$ cat config.mk
export PLATFORM = sky130hd
export DESIGN_NAME = tx_line_scanner
export DESIGN_NICKNAME = d
export VERILOG_FILES = /design/src/rtl/tls_pkg.sv /design/src/rtl/tls_ready_track.sv /design/src/rtl/tls_rr_pick.sv /design/src/rtl/tls_load_drive.sv /design/src/rtl/tx_line_scanner.sv
export SDC_FILE = /design/constraint.sdc
export NUM_CORES = 1
export LEC_CHECK = 0
export ABC_AREA = 1
export CAP_MARGIN = 5
export CELL_PAD_IN_SITES_DETAIL_PLACEMENT = 0
export CELL_PAD_IN_SITES_GLOBAL_PLACEMENT = 1
export CORE_MARGIN = 10
export CORE_UTILIZATION = 50
export CTS_CLUSTER_SIZE = 20
export DETAILED_ROUTE_END_ITERATION = 6
export DONT_BUFFER_PORTS = 1
export GPL_TIMING_DRIVEN = 0
export PLACE_DENSITY_LB_ADDON = 0.1
export SLEW_MARGIN = 20
export SYNTH_ARGS = -nofsm -noshare
export SYNTH_HDL_FRONTEND = slang
export SYNTH_SLANG_ARGS = --single-unit
$ cat constraint.sdc
create_clock -name clk -period 6.7 [get_ports clk]
set_input_delay 0.335 -clock clk [delete_from_list [all_inputs] [get_ports clk]]
set_output_delay 0.335 -clock clk [all_outputs]
set_load 0.05 [all_outputs]
$ cat src/rtl/tls_pkg.sv
package tls_pkg;
  localparam int STAT_RDY_BIT  = 15;
  localparam int STAT_LINE_LSB = 8;
  localparam int CHAR_W        = 7;
  localparam int WORD_W        = 16;
endpackage

$ cat src/rtl/tls_ready_track.sv
module tls_ready_track #(
  parameter int N = 8
) (
  input  logic         clk,
  input  logic         rst_n,
  input  logic [N-1:0] line_rdy,
  input  logic [N-1:0] load_mask,
  output logic [N-1:0] avail,
  output logic         any_rise
);
  logic [N-1:0] rdy_q;
  logic [N-1:0] rise;

  assign rise     = line_rdy & ~rdy_q;
  assign any_rise = |rise;

  for (genvar i = 0; i < N; i++) begin : g_line
    logic busy_q;
    always_ff @(posedge clk or negedge rst_n) begin
      if (!rst_n) begin
        rdy_q[i] <= 1'b0;
        busy_q   <= 1'b0;
      end else begin
        rdy_q[i] <= line_rdy[i];
        if (load_mask[i])  busy_q <= 1'b1;
        else if (rise[i])  busy_q <= 1'b0;
      end
    end
    assign avail[i] = line_rdy[i] & ~busy_q;

    // a loaded line is busy in the following cycle
    p_consumed_r8: assert property (@(posedge clk) disable iff (!rst_n)
      load_mask[i] |=> !avail[i]);
  end
endmodule

$ cat src/rtl/tls_rr_pick.sv
module tls_rr_pick #(
  parameter int N = 8,
  parameter int W = $clog2(N)
) (
  input  logic [W-1:0] last,
  input  logic [N-1:0] elig,
  output logic         found,
  output logic [W-1:0] pick
);
  always_comb begin
    found = 1'b0;
    pick  = last;
    for (int k = 1; k <= N; k++) begin
      automatic int idx = (int'(last) + k) % N;
      if (!found && elig[idx]) begin
        found = 1'b1;
        pick  = W'(idx);
      end
    end
  end
endmodule

$ cat src/rtl/tls_load_drive.sv
module tls_load_drive
  import tls_pkg::*;
#(
  parameter int N = 8,
  parameter int W = $clog2(N)
) (
  input  logic              clk,
  input  logic              rst_n,
  input  logic              wr,
  input  logic [1:0]        be,
  input  logic [WORD_W-1:0] wdata,
  input  logic              scan_en,
  input  logic              ready,
  input  logic [W-1:0]      line,
  output logic              lo_wr,
  output logic [N-1:0]      fire_mask,
  output logic [N-1:0]      line_load,
  output logic [CHAR_W-1:0] line_char,
  output logic [WORD_W-1:0] word_q
);
  logic fire;

  assign lo_wr     = wr && be[0];
  assign fire      = lo_wr && scan_en && ready;
  assign fire_mask = fire ? ({{(N-1){1'b0}}, 1'b1} << line) : '0;

  always_ff @(posedge clk or negedge rst_n) begin
    if (!rst_n) begin
      line_load <= '0;
      line_char <= '0;
      word_q    <= '0;
    end else begin
      line_load <= fire_mask;
      if (fire)        line_char   <= wdata[CHAR_W-1:0];
      if (lo_wr)       word_q[7:0] <= wdata[7:0];
      if (wr && be[1]) word_q[15:8] <= wdata[15:8];
    end
  end

  p_load_onehot_r5: assert property (@(posedge clk) disable iff (!rst_n)
    $onehot0(line_load));

  p_hi_noload_r6: assert property (@(posedge clk) disable iff (!rst_n)
    (wr && be == 2'b10) |=> (line_load == '0));
endmodule

$ cat src/rtl/tx_line_scanner.sv
module tx_line_scanner
  import tls_pkg::*;
#(
  parameter int NUM_LINES = 8,
  parameter int LINE_W    = $clog2(NUM_LINES)
) (
  input  logic                 clk,
  input  logic                 rst_n,
  input  logic                 scan_en,
  input  logic                 tx_int_en,
  input  logic                 ctl_wr,
  input  logic [NUM_LINES-1:0] ctl_wdata,
  input  logic                 tdr_wr,
  input  logic [1:0]           tdr_be,
  input  logic [WORD_W-1:0]    tdr_wdata,
  input  logic [NUM_LINES-1:0] line_rdy,
  output logic [NUM_LINES-1:0] line_load,
  output logic [CHAR_W-1:0]    line_char,
  output logic [WORD_W-1:0]    tdr_word,
  output logic [WORD_W-1:0]    stat_word,
  output logic                 tx_ready,
  output logic [LINE_W-1:0]    tx_line,
  output logic                 tx_irq
);
  logic [NUM_LINES-1:0] en_q;
  logic [NUM_LINES-1:0] avail;
  logic [NUM_LINES-1:0] fire_mask;
  logic                 any_rise;
  logic                 lo_wr;
  logic                 scan_en_q;
  logic                 pend_q;
  logic                 ready_q;
  logic [LINE_W-1:0]    line_q;
  logic                 found;
  logic [LINE_W-1:0]    pick;

  tls_ready_track #(.N(NUM_LINES)) u_track (
    .clk      (clk),
    .rst_n    (rst_n),
    .line_rdy (line_rdy),
    .load_mask(fire_mask),
    .avail    (avail),
    .any_rise (any_rise)
  );

  tls_rr_pick #(.N(NUM_LINES), .W(LINE_W)) u_pick (
    .last (line_q),
    .elig (en_q & avail),
    .found(found),
    .pick (pick)
  );

  tls_load_drive #(.N(NUM_LINES), .W(LINE_W)) u_load (
    .clk      (clk),
    .rst_n    (rst_n),
    .wr       (tdr_wr),
    .be       (tdr_be),
    .wdata    (tdr_wdata),
    .scan_en  (scan_en),
    .ready    (ready_q),
    .line     (line_q),
    .lo_wr    (lo_wr),
    .fire_mask(fire_mask),
    .line_load(line_load),
    .line_char(line_char),
    .word_q   (tdr_word)
  );

  always_ff @(posedge clk or negedge rst_n) begin
    if (!rst_n) begin
      en_q      <= '0;
      scan_en_q <= 1'b0;
      pend_q    <= 1'b0;
      ready_q   <= 1'b0;
      line_q    <= '0;
    end else begin
      if (ctl_wr) en_q <= ctl_wdata;
      scan_en_q <= scan_en;
      pend_q    <= ctl_wr | lo_wr | any_rise | (scan_en & ~scan_en_q);
      if (!scan_en) begin
        ready_q <= 1'b0;
      end else if (pend_q) begin
        ready_q <= found;
        if (found) line_q <= pick;
      end
    end
  end

  always_comb begin
    stat_word = '0;
    stat_word[STAT_RDY_BIT] = ready_q;
    stat_word[STAT_LINE_LSB +: LINE_W] = line_q;
  end

  assign tx_ready = ready_q;
  assign tx_line  = line_q;
  assign tx_irq   = tx_int_en & ready_q;

  p_keep_line_r3: assert property (@(posedge clk) disable iff (!rst_n)
    $fell(ready_q) |-> $stable(line_q));

  p_noscan_r9: assert property (@(posedge clk) disable iff (!rst_n)
    !scan_en |=> !ready_q);

  p_load_needs_ready_r5: assert property (@(posedge clk) disable iff (!rst_n)
    (|line_load) |-> $past(ready_q && scan_en));
endmodule

== Yosys cells after proc, flatten, opt, wreduce, memory -nomap -nowiden ==
Cells that the tools add are included.
Word-level totals
  register bits: 61
  output and inout port bits: 52
Operators by class
  shift operators: 1
  equality and inequality tests: 1
  add/sub/neg operators: 8
  bitwise logic cells: 33
  reductions and logical operators: 37
  multiplexer cells: 59
  order comparisons: 8
Operator list (count)
  1-bit 2-to-1 mux: 42
  4-bit by 5-bit less-than comparator with 1-bit output, second input constant: 8
  1-bit binary-select mux with 3-bit select: 8
  3-bit 2-to-1 mux: 8
  3-bit OR reduction: 8
  8-bit bitwise AND: 2
  2-bit nonzero test: 8
  3-bit adder, second input constant: 4
  1-bit logical AND: 11
  1-bit bitwise AND: 10
  1-bit NOT: 9
  1-bit bitwise AND, first input constant: 8
  8-bit 2-to-1 mux: 1
  8-bit NOT: 1
  8-bit nonzero test: 1
  8-bit OR reduction: 1
  1-bit by 3-bit << shifter with 8-bit output, first input constant: 1
  1-bit logical NOT: 7
  3-bit by 1-bit adder with 3-bit output, second input constant: 2
  3-bit by 2-bit adder with 3-bit output, second input constant: 2
  4-bit AND reduction: 1
  1-bit OR: 3
  2-bit by 1-bit inequality test with 1-bit output, second input constant: 1

== Longest topological paths before layout ==
Gate-level depths: netlist of the first run.
  depth after elaboration: 30
  mapped depth: 16
  mapped depth without buffers: 16

== By module ==
From an unflattened synthesis of the first run, not the netlist that was laid out.
Second synthesis, totals
  cells, all modules: 421
  area total of the unflattened synthesis: 3268.1 um^2
Modules (own cells, without submodules)
  tls_load_drive: area an instance 1206.2 um^2, times used 1, cells each 126, seq. area each 775.7 um^2
  tx_line_scanner: area an instance 726.9 um^2, times used 1, cells each 90, seq. area each 350.3 um^2
  tls_rr_pick: area an instance 716.9 um^2, times used 1, cells each 142, seq. area each 0.0 um^2
  tls_ready_track: area an instance 618.1 um^2, times used 1, cells each 63, seq. area each 400.4 um^2

== Worst setup path before layout of the first run ==
Ideal clock, no wire load.
  kind: flip-flop to flip-flop
  start point: register line_q[1], in the netlist tx_line[1]
  end point: register line_q[1], in the netlist tx_line[1]
  path slack: 4.151 ns
  arrival time: 2.427 ns
  required time: 6.579 ns
  setup time: 0.121 ns
  clock period less this slack: 2.549 ns
  cell stages (with the launch flop): 13
  cell sequence: dfrtp_1 -> inv_2 -> ha_1 -> inv_1 -> nand3_1 -> nand3_1 -> nand2_4 -> nand3_4 -> nor2_8 -> nand4_2 -> nand3_1 -> nand2_1 -> a21boi_1
Between the ends
  cells in the longest elaborated chain, start to end: 27
  elaborated cells on any way between the ends: 64
  those cells by class: add/sub (8); mux (40); reduce/logical (16)
Ends and longest elaborated chain
  start, declared: line tx_line_scanner.sv:33  | logic [LINE_W-1:0] line_q;
  start signal, assigned: line tx_line_scanner.sv:84  | if (found) line_q <= pick;
  3-bit by 1-bit adder with 3-bit output: line tls_rr_pick.sv:14  | automatic int idx = (int'(last) + k) % N;
  1-bit binary-select mux with 3-bit select: line tls_rr_pick.sv:15  | if (!found && elig[idx]) begin
  1-bit 2-to-1 mux (implied by the code) (2 in series): line tls_rr_pick.sv:15
  1-bit 2-to-1 mux: line tls_rr_pick.sv:15
  1-bit logical NOT: line tls_rr_pick.sv:15
  1-bit logical AND: line tls_rr_pick.sv:15
  1-bit 2-to-1 mux: line tls_rr_pick.sv:15
  1-bit logical NOT: line tls_rr_pick.sv:15
  [... 10 more ...]
  1-bit 2-to-1 mux: line tls_rr_pick.sv:15
  1-bit logical NOT: line tls_rr_pick.sv:15
  1-bit logical AND: line tls_rr_pick.sv:15
  1-bit 2-to-1 mux: line tls_rr_pick.sv:15
  1-bit logical NOT: line tls_rr_pick.sv:15
  1-bit logical AND: line tls_rr_pick.sv:15
  8-bit nonzero test (no line) or 1-bit 2-to-1 mux (tied branches)
  4-bit AND reduction (no line)
Several ways; a longest one is shown, not always the timed one. The select of a mux whose other input is x is not followed.
A chain may end at the register's enable or synchronous reset.

== Worst setup path after layout of the first run ==
Ends and elaborated chain as after synthesis.

==> summary.md, run 1 <==
| Metric | Value |
|---|---|
| Outcome | `completed` |
| H-tree depth | `3` |
| Gpl congestion | `0.832` |
| Flops & latches, synth | `61` |
| Reg2reg end | `tx_line[1]` |
| Startpoint types | `register` |
| Die Wd | `99 um` |
| Fmax | `323 MHz` |
| Diode count | `0` |
| Internal power | `0.000888 W` |
| Clk_skew | `0.00728 ns` |
| CP Cell Sequence | `inv_2, ha_1, inv_1, nand3_1, nand3_1, nand2_4, nand3_4, nor2_8, nand4_2, nand3_1, nand2_1, a21boi_1` |
| Latest clock arrival within the worst-skew pair | `0.34 ns` |
| Ys async rst share | `1.00` |
| Hold worst-path end | `u_load.line_char[3]` |
| Setup-failing EPs final | `0` |
| GRT Total Usage | `0.153` |
| Hold Vio Cnt, Final | `0` |
| Hold WC Path Type | `in2reg` |
| Crit share post-route | `0.461` |
| Nets | `417` |
| Max-Cap Viols | `0` |
| P&R area growth vs syn | `14.8%` |
| Post-route ant nets | `0` |
| Synth Cell Area | `3120 um^2` |
| PwrDens | `508 nW/um^2` |
| Syn avg cell area | `9.29 um^2` |
| Post-DP HPWL | `5530 um` |
| Post-synthesis sequential area ratio | `0.489` |
| Hold Crit Depth | `2` |
| Clock sinks | `61` |
| Combinational share of power | `0.479` |
| Via density | `5.00` |
| Crit path top cell by count | `nand3_1` |
| Total vias in the final route | `2247` |
| Critical Path End Type | `register` |
| RSZ-0062 raised after global routing | `false` |
| Die Span Y | `99 um` |
| Largest net degree at the start of global routing | `62` |
| Sw Share | `0.512` |
| Synth top area cells | `dfrtp_1 (49%), nand2_1 (8.9%), mux2_2 (8.7%)` |
| Crit path arrival time | `3.33 ns` |
| Post-CTS Resized | `0` |
| Clock Power Share | `0.180` |
| First-pass GRT wire length | `12000 um` |
| R2R cell count | `12` |
| Grt total ovfl | `0` |
| Synth Instances | `336` |
| Yosys top cell area share | `0.489` |
| Fillers | `555` |
| Maximum vdd drop | `0.242 mV` |
| Initial Utilization | `0.521` |
| Ratio of cells with drive above 1 in the final layout | `0.206` |
| Rel. slew slack | `0.413` |
| Top delay family on crit path | `simple AND/OR/NAND/NOR gates` |
| CTS buffer count | `9` |
| TNS Setup | `0 ns` |
| R2r startpoint | `tx_line[1]` |
| Worst slack at placement | `3.62 ns` |
| CP max stage delay | `0.92 ns` |
| WL per Instance | `16.3 um` |
| CTS tree | `yes` |
| Post-Route WL | `7340 um` |
| Placed inst area | `3260 um^2` |
| Root Buffer | `clkbuf_8` |
| # rows | `28` |
| Final instance area | `3580 um^2` |
| EDFF count, synth | `0` |
| DR DRC count | `0` |
| Main synth FF type | `dfrtp_1` |
| Yosys top cell by area | `dfrtp_1` |
| Max Fanout on Critical Path | `12` |
| Leakage power | `1.81 nW` |
| Seq pwr share | `0.341` |
| Distinct cells, synth | `33` |
| Critical Path RT | `6.94 ns` |
| Ports | `92` |
| Slew @ Worst Pin | `0.880 ns` |
| Die ar. | `9800 um^2` |
| Initial antenna violation count | `0` |
| Reg clk slew, reported paths | `0.07 ns` |
| CP bufs+invs | `2` |
| 1st-iter DRT viols | `110` |
| Slew Limit Fails | `0` |
| Core area | `5990 um^2` |
| Slowest CP cell | `dfrtp_1` |
| Reg2Reg Setup Slack | `3.61 ns` |
| IO buf count | `0` |
| Drt first pass iters | `4` |
| Hold Path Origin | `tdr_wdata[3]` |
| Synthesis Warnings | `0` |
| Setup ws final | `3.61 ns` |
| Vias in the first global route | `2364` |
| Crit path time final | `3.09 ns` |
| P_sw | `0.000931 W` |
| Clk buf depth | `2` |
| WS Path Type | `reg2reg` |
[synthesized netlist by cell type (all sizes together), types with 3 or more instances]
cell type	number
a21oi	5
buf	18
clkinv	3
dfrtp	61
ha	8
inv	37
mux2	24
nand2	80
nand3	36
nand4	7
nor2	24
nor3	10
o21ai	7
o21bai	7
[how the worst max path moves through the flow]
stage,startpoint,to,cells past startpoint
after floorplan,tx_line[1],tx_line[1],12
after global placement,tx_line[1],tx_line[1],12
after detailed placement,tx_line[1],tx_line[1],12
after CTS,tx_line[1],tx_line[1],12
after global routing,tx_line[1],tx_line[1],12
final,tx_line[1],tx_line[1],12
[cells by family (layout without fill, tap and decap cells)]
group	after synthesis	count (layout)	share of synthesized area
AOI/OAI and AO/OA	22	22	0.0461
xor gates and xnor gates	2	2	0.0104
adders and majority gates	8	8	0.0321
buffers and inverters	60	87	0.0986
DFF	61	61	0.489
muxes	24	24	0.0866
other	1	12	0.00120
and+or+nand+nor	158	158	0.236
[final cells by class]
type / instances / area [um^2] / share of cell area
inverters: 40 / 158 / 0.0440
clock inverters: 7 / 73.8 / 0.0206
repair buffers: 11 / 128 / 0.0356
flip-flops and latches: 61 / 1530 / 0.426
clock buffers: 9 / 124 / 0.0346
multi-input cells: 226 / 1330 / 0.371
well taps: 75 / 93.8 / 0.0262
plain buffers: 20 / 150 / 0.0419
[power groups by stage]
stage / clock [W] / sequential (W) / combinational [W]
global placement: 0 / 0.000629 / 0.000847
floorplan: 0 / 0.000608 / 0.000725
detailed placement: 0 / 0.000631 / 0.000856
CTS: 0.000336 / 0.000623 / 0.000873
global route: 0.000352 / 0.000628 / 0.000992
finish: 0.000327 / 0.000620 / 0.000872
[registers in the layout, indices dropped and copies added (netlist names), 3 cells and up]
signal / cells
u_load.word_q: 16
en_q: 8
u_load.line_load: 8
u_track.g_line.busy_q: 8
u_track.rdy_q: 8
u_load.line_char: 7
tx_line: 3
[layout by cell type (no fill, tap or decap), drive strengths merged]
cell type     n
nor2         24
xor2          1
nand3        36
nor4          1
mux2         24
a21boi        1
nand2        80
o21bai        7
a21oi         5
dfrtp        61
clkbuf       11
o22ai         2
xnor2         1
clkinvlp      1
nor3         10
inv          39
nand4         7
buf          19
conb         12
o21ai         7
bufinv        1
ha            8
clkinv        6
dlygate4sd3  10
[metrics by stage]
step / instances / utilization / hold WS, ns / total power (W)
4_1_cts: 445 / 0.591 / 0.000207 / 0.00183
2_1_floorplan: 347 / - / 0.0394 / 0.00133
6_report: 449 / 0.598 / 0.101 / 0.00182
3_5_place_dp: 422 / 0.543 / 0.0411 / 0.00149
3_3_place_gp: 422 / 0.543 / 0.0411 / 0.00148
5_1_grt: 449 / 0.598 / 0.0928 / 0.00197
[metal layers]
metal / vias up / part of all wire / track usage
met5: - / 0 / 0
met2: 56 / 0.47 / 0.239
met4: 0 / 0.016 / 0.0595
li1: 1125 / - / -
met1: 1051 / 0.43 / 0.179
met3: 15 / 0.086 / 0.0684
[what timing repair did]
| item | 4_1_cts | 5_1_grt |
|---|---|---|
| hold endpoints to repair | 66 | 4 |
| setup buffers | 0 | 0 |
| hold buffers | 7 | 4 |
Note: power is estimated with default switching activity, not from simulation.
==> run 2: changes to the inputs <==
--- a/config.mk
+++ b/config.mk
@@ -10,7 +10,7 @@
 export CELL_PAD_IN_SITES_DETAIL_PLACEMENT = 0
 export CELL_PAD_IN_SITES_GLOBAL_PLACEMENT = 1
 export CORE_MARGIN = 10
-export CORE_UTILIZATION = 50
+export CORE_UTILIZATION = 47
 export CTS_CLUSTER_SIZE = 20
 export DETAILED_ROUTE_END_ITERATION = 6
 export DONT_BUFFER_PORTS = 1
==> constraint.sdc (replaced) <==
create_clock -name clk -period 3.1 [get_ports clk]
set_input_delay 0.155 -clock clk [delete_from_list [all_inputs] [get_ports clk]]
set_output_delay 0.155 -clock clk [all_outputs]
set_load 0.05 [all_outputs]
==> run 2 against run 1 <==
Effect of this change: hold slack worse by 0.061 ns; first-iteration DRC count decreased by 28%; utilization down 0.35 points; power is 110% higher; sequential power rose by 120%; sequential share of layout area down 2.3 points; cell count increased by 5.8%; clock power up 83%; maximum frequency up 12%; worst setup slack worse by 3.3 ns; critical endpoint unchanged; largest cell class unchanged; largest power group unchanged.
==> summary.md, run 2 (synthesis gave the netlist of run 1 again) <==
| Metric | Value |
|---|---|
| CTS buffer count | `9 (unchanged)` |
| Slew @ Worst Pin | `0.578 ns (-0.302 ns)` |
| Commonest non-fill, non-tap cell in the layout | `nand2_1` |
| Die Span Y | `101 um (+2.5%)` |
| Ratio of cells with drive above 1 in the final layout | `0.196 (-0.00990)` |
| Outcome | `completed` |
| First-pass GRT wire length | `12300 um (+2.0%)` |
| Largest register FFs | `16 (unchanged)` |
| Leakage power | `1.89 nW (+4.5%)` |
| Largest net degree at the start of global routing | `62 (unchanged)` |
| M2 GR Usage | `0.244 (+0.00417)` |
| Worst Setup EP | `tx_line[1]` |
| Die Wd | `101 um (+2.5%)` |
| 1st-iter DRT viols | `79 (-28%)` |
| CTS tree | `yes` |
| Biggest register | `u_load.word_q` |
| Hold Vio Cnt, Final | `0 (unchanged)` |
| Setup-failing EPs final | `0 (unchanged)` |
| Post-route ant nets | `0 (unchanged)` |
| Layout Cells excl Fill | `475 (+5.8%)` |
| Clk_skew | `0.00809 ns (+0.000817 ns)` |
| Max-Cap Viols | `0 (unchanged)` |
| Critical Path End Type | `register` |
| GRT Total Usage | `0.149 (-0.00372)` |
| Nets | `441 (+5.8%)` |
| P&R area growth vs syn | `21.6%` |
| Hold WC Path Type | `in2reg` |
| WL per Instance | `15.7 um (-3.8%)` |
| Maximum vdd drop | `0.592 mV (+150%)` |
| Crit path arrival time | `2.99 ns (-0.34 ns)` |
| H-tree depth | `3 (unchanged)` |
| Root Buffer | `clkbuf_8` |
| Max Fanout on Critical Path | `12 (unchanged)` |
| PwrDens | `1010 nW/um^2 (+100%)` |
| Core area | `6390 um^2 (+6.6%)` |
| Vias in the first global route | `2434 (+3.0%)` |
| Gpl congestion | `0.884 (+6.3%)` |
| Crit share post-route | `0.893 (+0.432)` |
| Drt first pass iters | `4 (unchanged)` |
| Busiest grt layer | `met2` |
| Reg2Reg Setup Slack | `0.33 ns (-3.28 ns)` |
| Fillers | `579 (+4.3%)` |
| Commonest cells after routing, fill and taps aside | `nand2_1 (74), dfrtp_1 (59), inv_1 (34), nand3_1 (34), dlygate4sd3_1 (34)` |
| Diode count | `0 (unchanged)` |
| IO buf count | `0 (unchanged)` |
| R2R cell count | `12 (unchanged)` |
| Slew Limit Fails | `0 (unchanged)` |
| Worst setup path startpoint | `tx_line[1]` |
| Startpoint types | `register` |
| Worst hold slack | `0.0400 ns (-0.0612 ns)` |
| Fin util | `0.594 (-0.00350)` |
| Ports | `92 (unchanged)` |
| Post-Route WL | `7470 um (+1.8%)` |
| Rel. slew slack | `0.613 (+0.200)` |
| Latest clock arrival within the worst-skew pair | `0.33 ns (about the same)` |
| Crit path time final | `2.77 ns (-0.322 ns)` |
| Total power | `0.00385 W (+110%)` |
| WS Path Type | `reg2reg` |
| RSZ-0062 raised after global routing | `false` |
| R2r startpoint | `tx_line[1]` |
| Initial antenna violation count | `0 (unchanged)` |
| Initial Utilization | `0.489 (-0.0322)` |
| Grt total ovfl | `0 (unchanged)` |
| Hold Path Origin | `line_rdy[2]` |
| Global Route met1 Usage | `0.184 (+0.00459)` |
| Clock sinks | `61 (unchanged)` |
| Clk buf depth | `2 (unchanged)` |
| Critical Path RT | `3.32 ns (-3.62 ns)` |
| Post-DP HPWL | `5590 um (+1.0%)` |
| DR DRC count | `0 (unchanged)` |
| Reg clk slew, reported paths | `0.07 ns (about the same)` |
| Placed cells | `424 (+0.47%)` |
| Grt met3 use | `0.0558 (-0.0126)` |
| # rows | `29 (+3.6%)` |
| # Post-CTS Setup Buffers | `0 (unchanged)` |
| Reg2reg end | `tx_line[1]` |
| Die ar. | `10300 um^2 (+5.1%)` |
| Fmax | `361 MHz (+12%)` |
| Via density | `4.93 (-1.4%)` |
| Total vias in the final route | `2343 (+4.3%)` |
[run 2: cell types whose count changed in the layout (fill, tap and decap cells not counted)]
cell | previous run | this run
dfrtp_1 | 61 | 59
clkbuf_1 | 2 | 3
dlygate4sd3_1 | 10 | 34
dfrtp_2 | 0 | 2
inv_6 | 3 | 2
clkinv_4 | 1 | 0
clkinvlp_4 | 1 | 2
clkinv_2 | 4 | 5
bufinv_16 | 1 | 0
[run 2: power by group]
part,switching (W),total (W),internal [W]
registers,0.000430,0.00134,0.000912
clock network,0.000310,0.000599,0.000288
logic,0.00125,0.00191,0.000656
total,0.00199,0.00385,0.00186
[run 2: worst max-delay path: stages, from the launching register on]
cell	delay, ns
dfrtp_2	0.68
inv_2	0.22
ha_1	0.48
inv_1	0.17
nand3_1	0.15
nand3_1	0.13
nand2_4	0.12
nand3_4	0.11
nor2_8	0.13
nand4_2	0.13
nand3_1	0.15
nand2_1	0.06
a21boi_1	0.12
[run 2: layout make-up]
cell class	count	area [um^2]	area share
Sequential cell	61	1530	0.403
Multi-Input combinational cell	226	1330	0.350
Buffer	20	150	0.0396
Inverter	40	158	0.0415
Tap cell	77	96.3	0.0254
Timing Repair Buffer	35	368	0.0969
Clock inverter	6	38.8	0.0102
Clock buffer	10	128	0.0336
[run 2: metal layers]
layer  up-vias  part of all wire
met3         6             0.070
met5         -                 0
met1      1100              0.43
li1       1176                 -
met4         0            0.0078
met2        61              0.49
[run 2: timing repair]
| action | in CTS | in global routing |
|---|---|---|
| hold buffers | 35 | 0 |
| hold endpoints to repair | 102 | 0 |
| gates resized for setup | 1 | 1 |
| pin swaps | 0 | 0 |
| setup endpoints to repair | 3 | 1 |
[run 2: worst min-delay path by stage]
stage | to | slack, ns | cells past startpoint
after global placement | u_load.word_q[4] | -0.14 | 0
after global routing | u_track.g_line[1].busy_q | 0.04 | 3
final | u_track.g_line[2].busy_q | 0.04 | 3
after floorplan | en_q[0] | -0.14 | 0
after CTS | u_track.g_line[2].busy_q | 0.02 | 3
after detailed placement | u_load.word_q[7] | -0.14 | 0
[run 2: stage by stage]
stage	worst slack [ns]	TNS, ns	cell area [um^2]
after floorplan	0.551	0	3160
after global placement	-0.0315	-0.0498	3260
after detailed placement	-0.0178	-0.0212	3260
after CTS	0.168	0	3790
after global routing	0.139	0	3790
final	0.330	0	3790
==> run 3: changes to the inputs <==
--- a/config.mk
+++ b/config.mk
@@ -11,7 +11,7 @@
 export CELL_PAD_IN_SITES_GLOBAL_PLACEMENT = 1
 export CORE_MARGIN = 10
 export CORE_UTILIZATION = 47
-export CTS_CLUSTER_SIZE = 20
+export CTS_CLUSTER_SIZE = 40
 export DETAILED_ROUTE_END_ITERATION = 6
 export DONT_BUFFER_PORTS = 1
 export GPL_TIMING_DRIVEN = 0
==> constraint.sdc (replaced) <==
create_clock -name clk -period 2.9 [get_ports clk]
set_input_delay 0.145 -clock clk [delete_from_list [all_inputs] [get_ports clk]]
set_output_delay 0.145 -clock clk [all_outputs]
set_load 0.05 [all_outputs]
==> run 3 against run 2 <==
Effect of this change: power up 7.0%; global-route usage unchanged; utilization is essentially flat; hold slack lost 0.0095 ns; clock power is 6.7% higher; clock skew about the same; largest power group unchanged.
==> summary.md, run 3 (synthesis gave the netlist of run 1 again) <==
| Metric | Value |
|---|---|
| Outcome | `completed` |
| 1st-iter DRT viols | `79 (unchanged)` |
| Commonest cells after routing, fill and taps aside | `nand2_1 (74), dfrtp_1 (59), inv_1 (34), nand3_1 (34), dlygate4sd3_1 (34)` |
| CP bufs+invs | `3 (+1)` |
| Setup-failing EPs final | `0 (unchanged)` |
| Die Span Y | `101 um (unchanged)` |
| Crit path time final | `2.69 ns (-0.0793 ns)` |
| GRT Total Usage | `0.149 (unchanged)` |
| Routed wl met3 | `524 um (-0.19%)` |
| Rel. slew slack | `0.613 (unchanged)` |
| IO buf count | `0 (unchanged)` |
| Via density | `4.94 (about the same)` |
| Grt total ovfl | `0 (unchanged)` |
| Placed cells | `424 (unchanged)` |
| Hold WC Path Type | `in2reg` |
| Slew @ Worst Pin | `0.578 ns (unchanged)` |
| # Post-CTS Setup Buffers | `0 (unchanged)` |
| Post-DP HPWL | `5590 um (unchanged)` |
| Met1 wire length | `3200 um (about the same)` |
| Gpl congestion | `0.884 (unchanged)` |
| Worst hold slack | `0.0305 ns (-0.00952 ns)` |
| Crit path arrival time | `2.91 ns (-0.08 ns)` |
| Latest clock arrival within the worst-skew pair | `0.33 ns (about the same)` |
| Largest net degree at the start of global routing | `62 (unchanged)` |
| Initial antenna violation count | `0 (unchanged)` |
| First-pass GRT wire length | `12300 um (unchanged)` |
| WS Path Type | `reg2reg` |
| Crit path top cell by count | `nand3_1` |
| CTS buffer count | `9 (unchanged)` |
| Max Fanout on Critical Path | `12 (unchanged)` |
| Routed met2 length | `3690 um (unchanged)` |
| Critical Path RT | `3.12 ns (-0.20 ns)` |
| Reg clk slew, reported paths | `0.07 ns (about the same)` |
| R2R cell count | `13 (+1)` |
| Root Buffer | `clkbuf_8` |
| Leakage power | `1.89 nW (about the same)` |
| Crit path depth | `13 (+1)` |
| PwrDens | `1080 nW/um^2 (+6.9%)` |
| Core area | `6390 um^2 (unchanged)` |
| Nets | `441 (unchanged)` |
| Clk_skew | `0.00809 ns (+0.000000970 ns)` |
| Hold Crit Depth | `3 (unchanged)` |
| Initial Utilization | `0.489 (unchanged)` |
| Crit share post-route | `0.928 (+0.0343)` |
| Maximum vdd drop | `0.633 mV (+6.9%)` |
| Hold Vio Cnt, Final | `0 (unchanged)` |
| Total power | `0.00412 W (+7.0%)` |
| Die ar. | `10300 um^2 (unchanged)` |
| Total vias in the final route | `2345 (+0.085%)` |
| DR DRC count | `0 (unchanged)` |
| Die Wd | `101 um (unchanged)` |
| Vias in the first global route | `2434 (unchanged)` |
| # rows | `29 (unchanged)` |
| Clk buf depth | `2 (unchanged)` |
| CP max stage delay | `0.60 ns (-0.08 ns)` |
| Ports | `92 (unchanged)` |
| Commonest non-fill, non-tap cell in the layout | `nand2_1` |
| Clock sinks | `61 (unchanged)` |
| Critical Path End Type | `register` |
| Post-Route WL | `7470 um (unchanged)` |
| Top delay family on crit path | `simple AND/OR/NAND/NOR gates` |
| Fmax | `372 MHz (+2.9%)` |
| P&R area growth vs syn | `21.7% (about the same)` |
| WL per Instance | `15.7 um (unchanged)` |
| H-tree depth | `3 (unchanged)` |
| Layout Cells excl Fill | `475 (unchanged)` |
| CP Cell Sequence | `buf_6, inv_6, ha_1, inv_1, nand3_1, nand3_1, nand2_4, nand3_4, nor2_8, nand4_2, nand3_1, nand2_1, a21boi_1` |
| Diode count | `0 (unchanged)` |
| RSZ-0062 raised after global routing | `false` |
| Ratio of cells with drive above 1 in the final layout | `0.196 (unchanged)` |
| Biggest register | `u_load.word_q` |
| Slew Limit Fails | `0 (unchanged)` |
| Post-route ant nets | `0 (unchanged)` |
| Drt first pass iters | `5 (+1)` |
| CTS tree | `yes` |
| Max-Cap Viols | `0 (unchanged)` |
| Slowest CP cell | `dfrtp_2` |
| Largest register FFs | `16 (unchanged)` |
| Startpoint types | `register` |
| Top Metal Used | `met4` |
[run 3: stage by stage]
stage	TNS (ns)	utilization	setup WS (ns)	area, um^2
final	0	0.595	0.210	3800
after global routing	0	0.595	0.0141	3800
after CTS	0	0.594	0.115	3790
after detailed placement	-0.751	0.510	-0.218	3260
after global placement	-0.787	0.510	-0.232	3260
after floorplan	0	-	0.351	3160
[run 3: worst paths after layout]
| kind | start | endpoint | slack [ns] |
|---|---|---|---|
| setup / recovery | tx_line[0] | tx_line[1] | 0.21 |
| hold / removal | line_rdy[2] | u_track.g_line[2].busy_q | 0.03 |
| setup reg to reg | tx_line[0] | tx_line[1] | 0.21 |
| hold reg to reg | pend_q | tx_ready | 0.46 |
| max in group asynchronous | rst_n | tx_line[1] | 2.26 |
| min in group asynchronous | rst_n | u_load.word_q[0] | 0.37 |
[run 3: area by class of cell]
cell class / instances / area, um^2
timing repair buffer: 35 / 368
multi-input combinational: 226 / 1330
sequential: 61 / 1530
clock buffer: 10 / 128
tap: 77 / 96.3
buffer: 20 / 150
clock inverter: 6 / 38.8
inverter: 40 / 158
fill: 580 / 2590
[run 3: metal layers]
metal | vias to the layer above | global-route usage
li1 | 1176 | -
met1 | 1102 | 0.184
met2 | 61 | 0.244
met3 | 6 | 0.0558
met4 | 0 | 0.0322
met5 | - | 0
[run 3: where the power goes]
part	internal (W)	switching (W)	total, W
registers	0.000979	0.000460	0.00144
logic	0.000701	0.00134	0.00204
clock network	0.000308	0.000331	0.000639
[run 3: worst reg2reg max path, cell delays in order (launching register included)]
cell and delay [ns]:
dfrtp_2 0.60, buf_6 0.21, inv_6 0.07, ha_1 0.43
inv_1 0.17, nand3_1 0.15, nand3_1 0.13, nand2_4 0.12
nand3_4 0.11, nor2_8 0.13, nand4_2 0.13, nand3_1 0.15
nand2_1 0.06, a21boi_1 0.12
[run 3: what timing repair did]
action | 4_1_cts | 5_1_grt
hold endpoints to repair | 102 | 0
hold buffers | 35 | 0
setup endpoints to repair | 4 | 4
resized for setup | 2 | 1
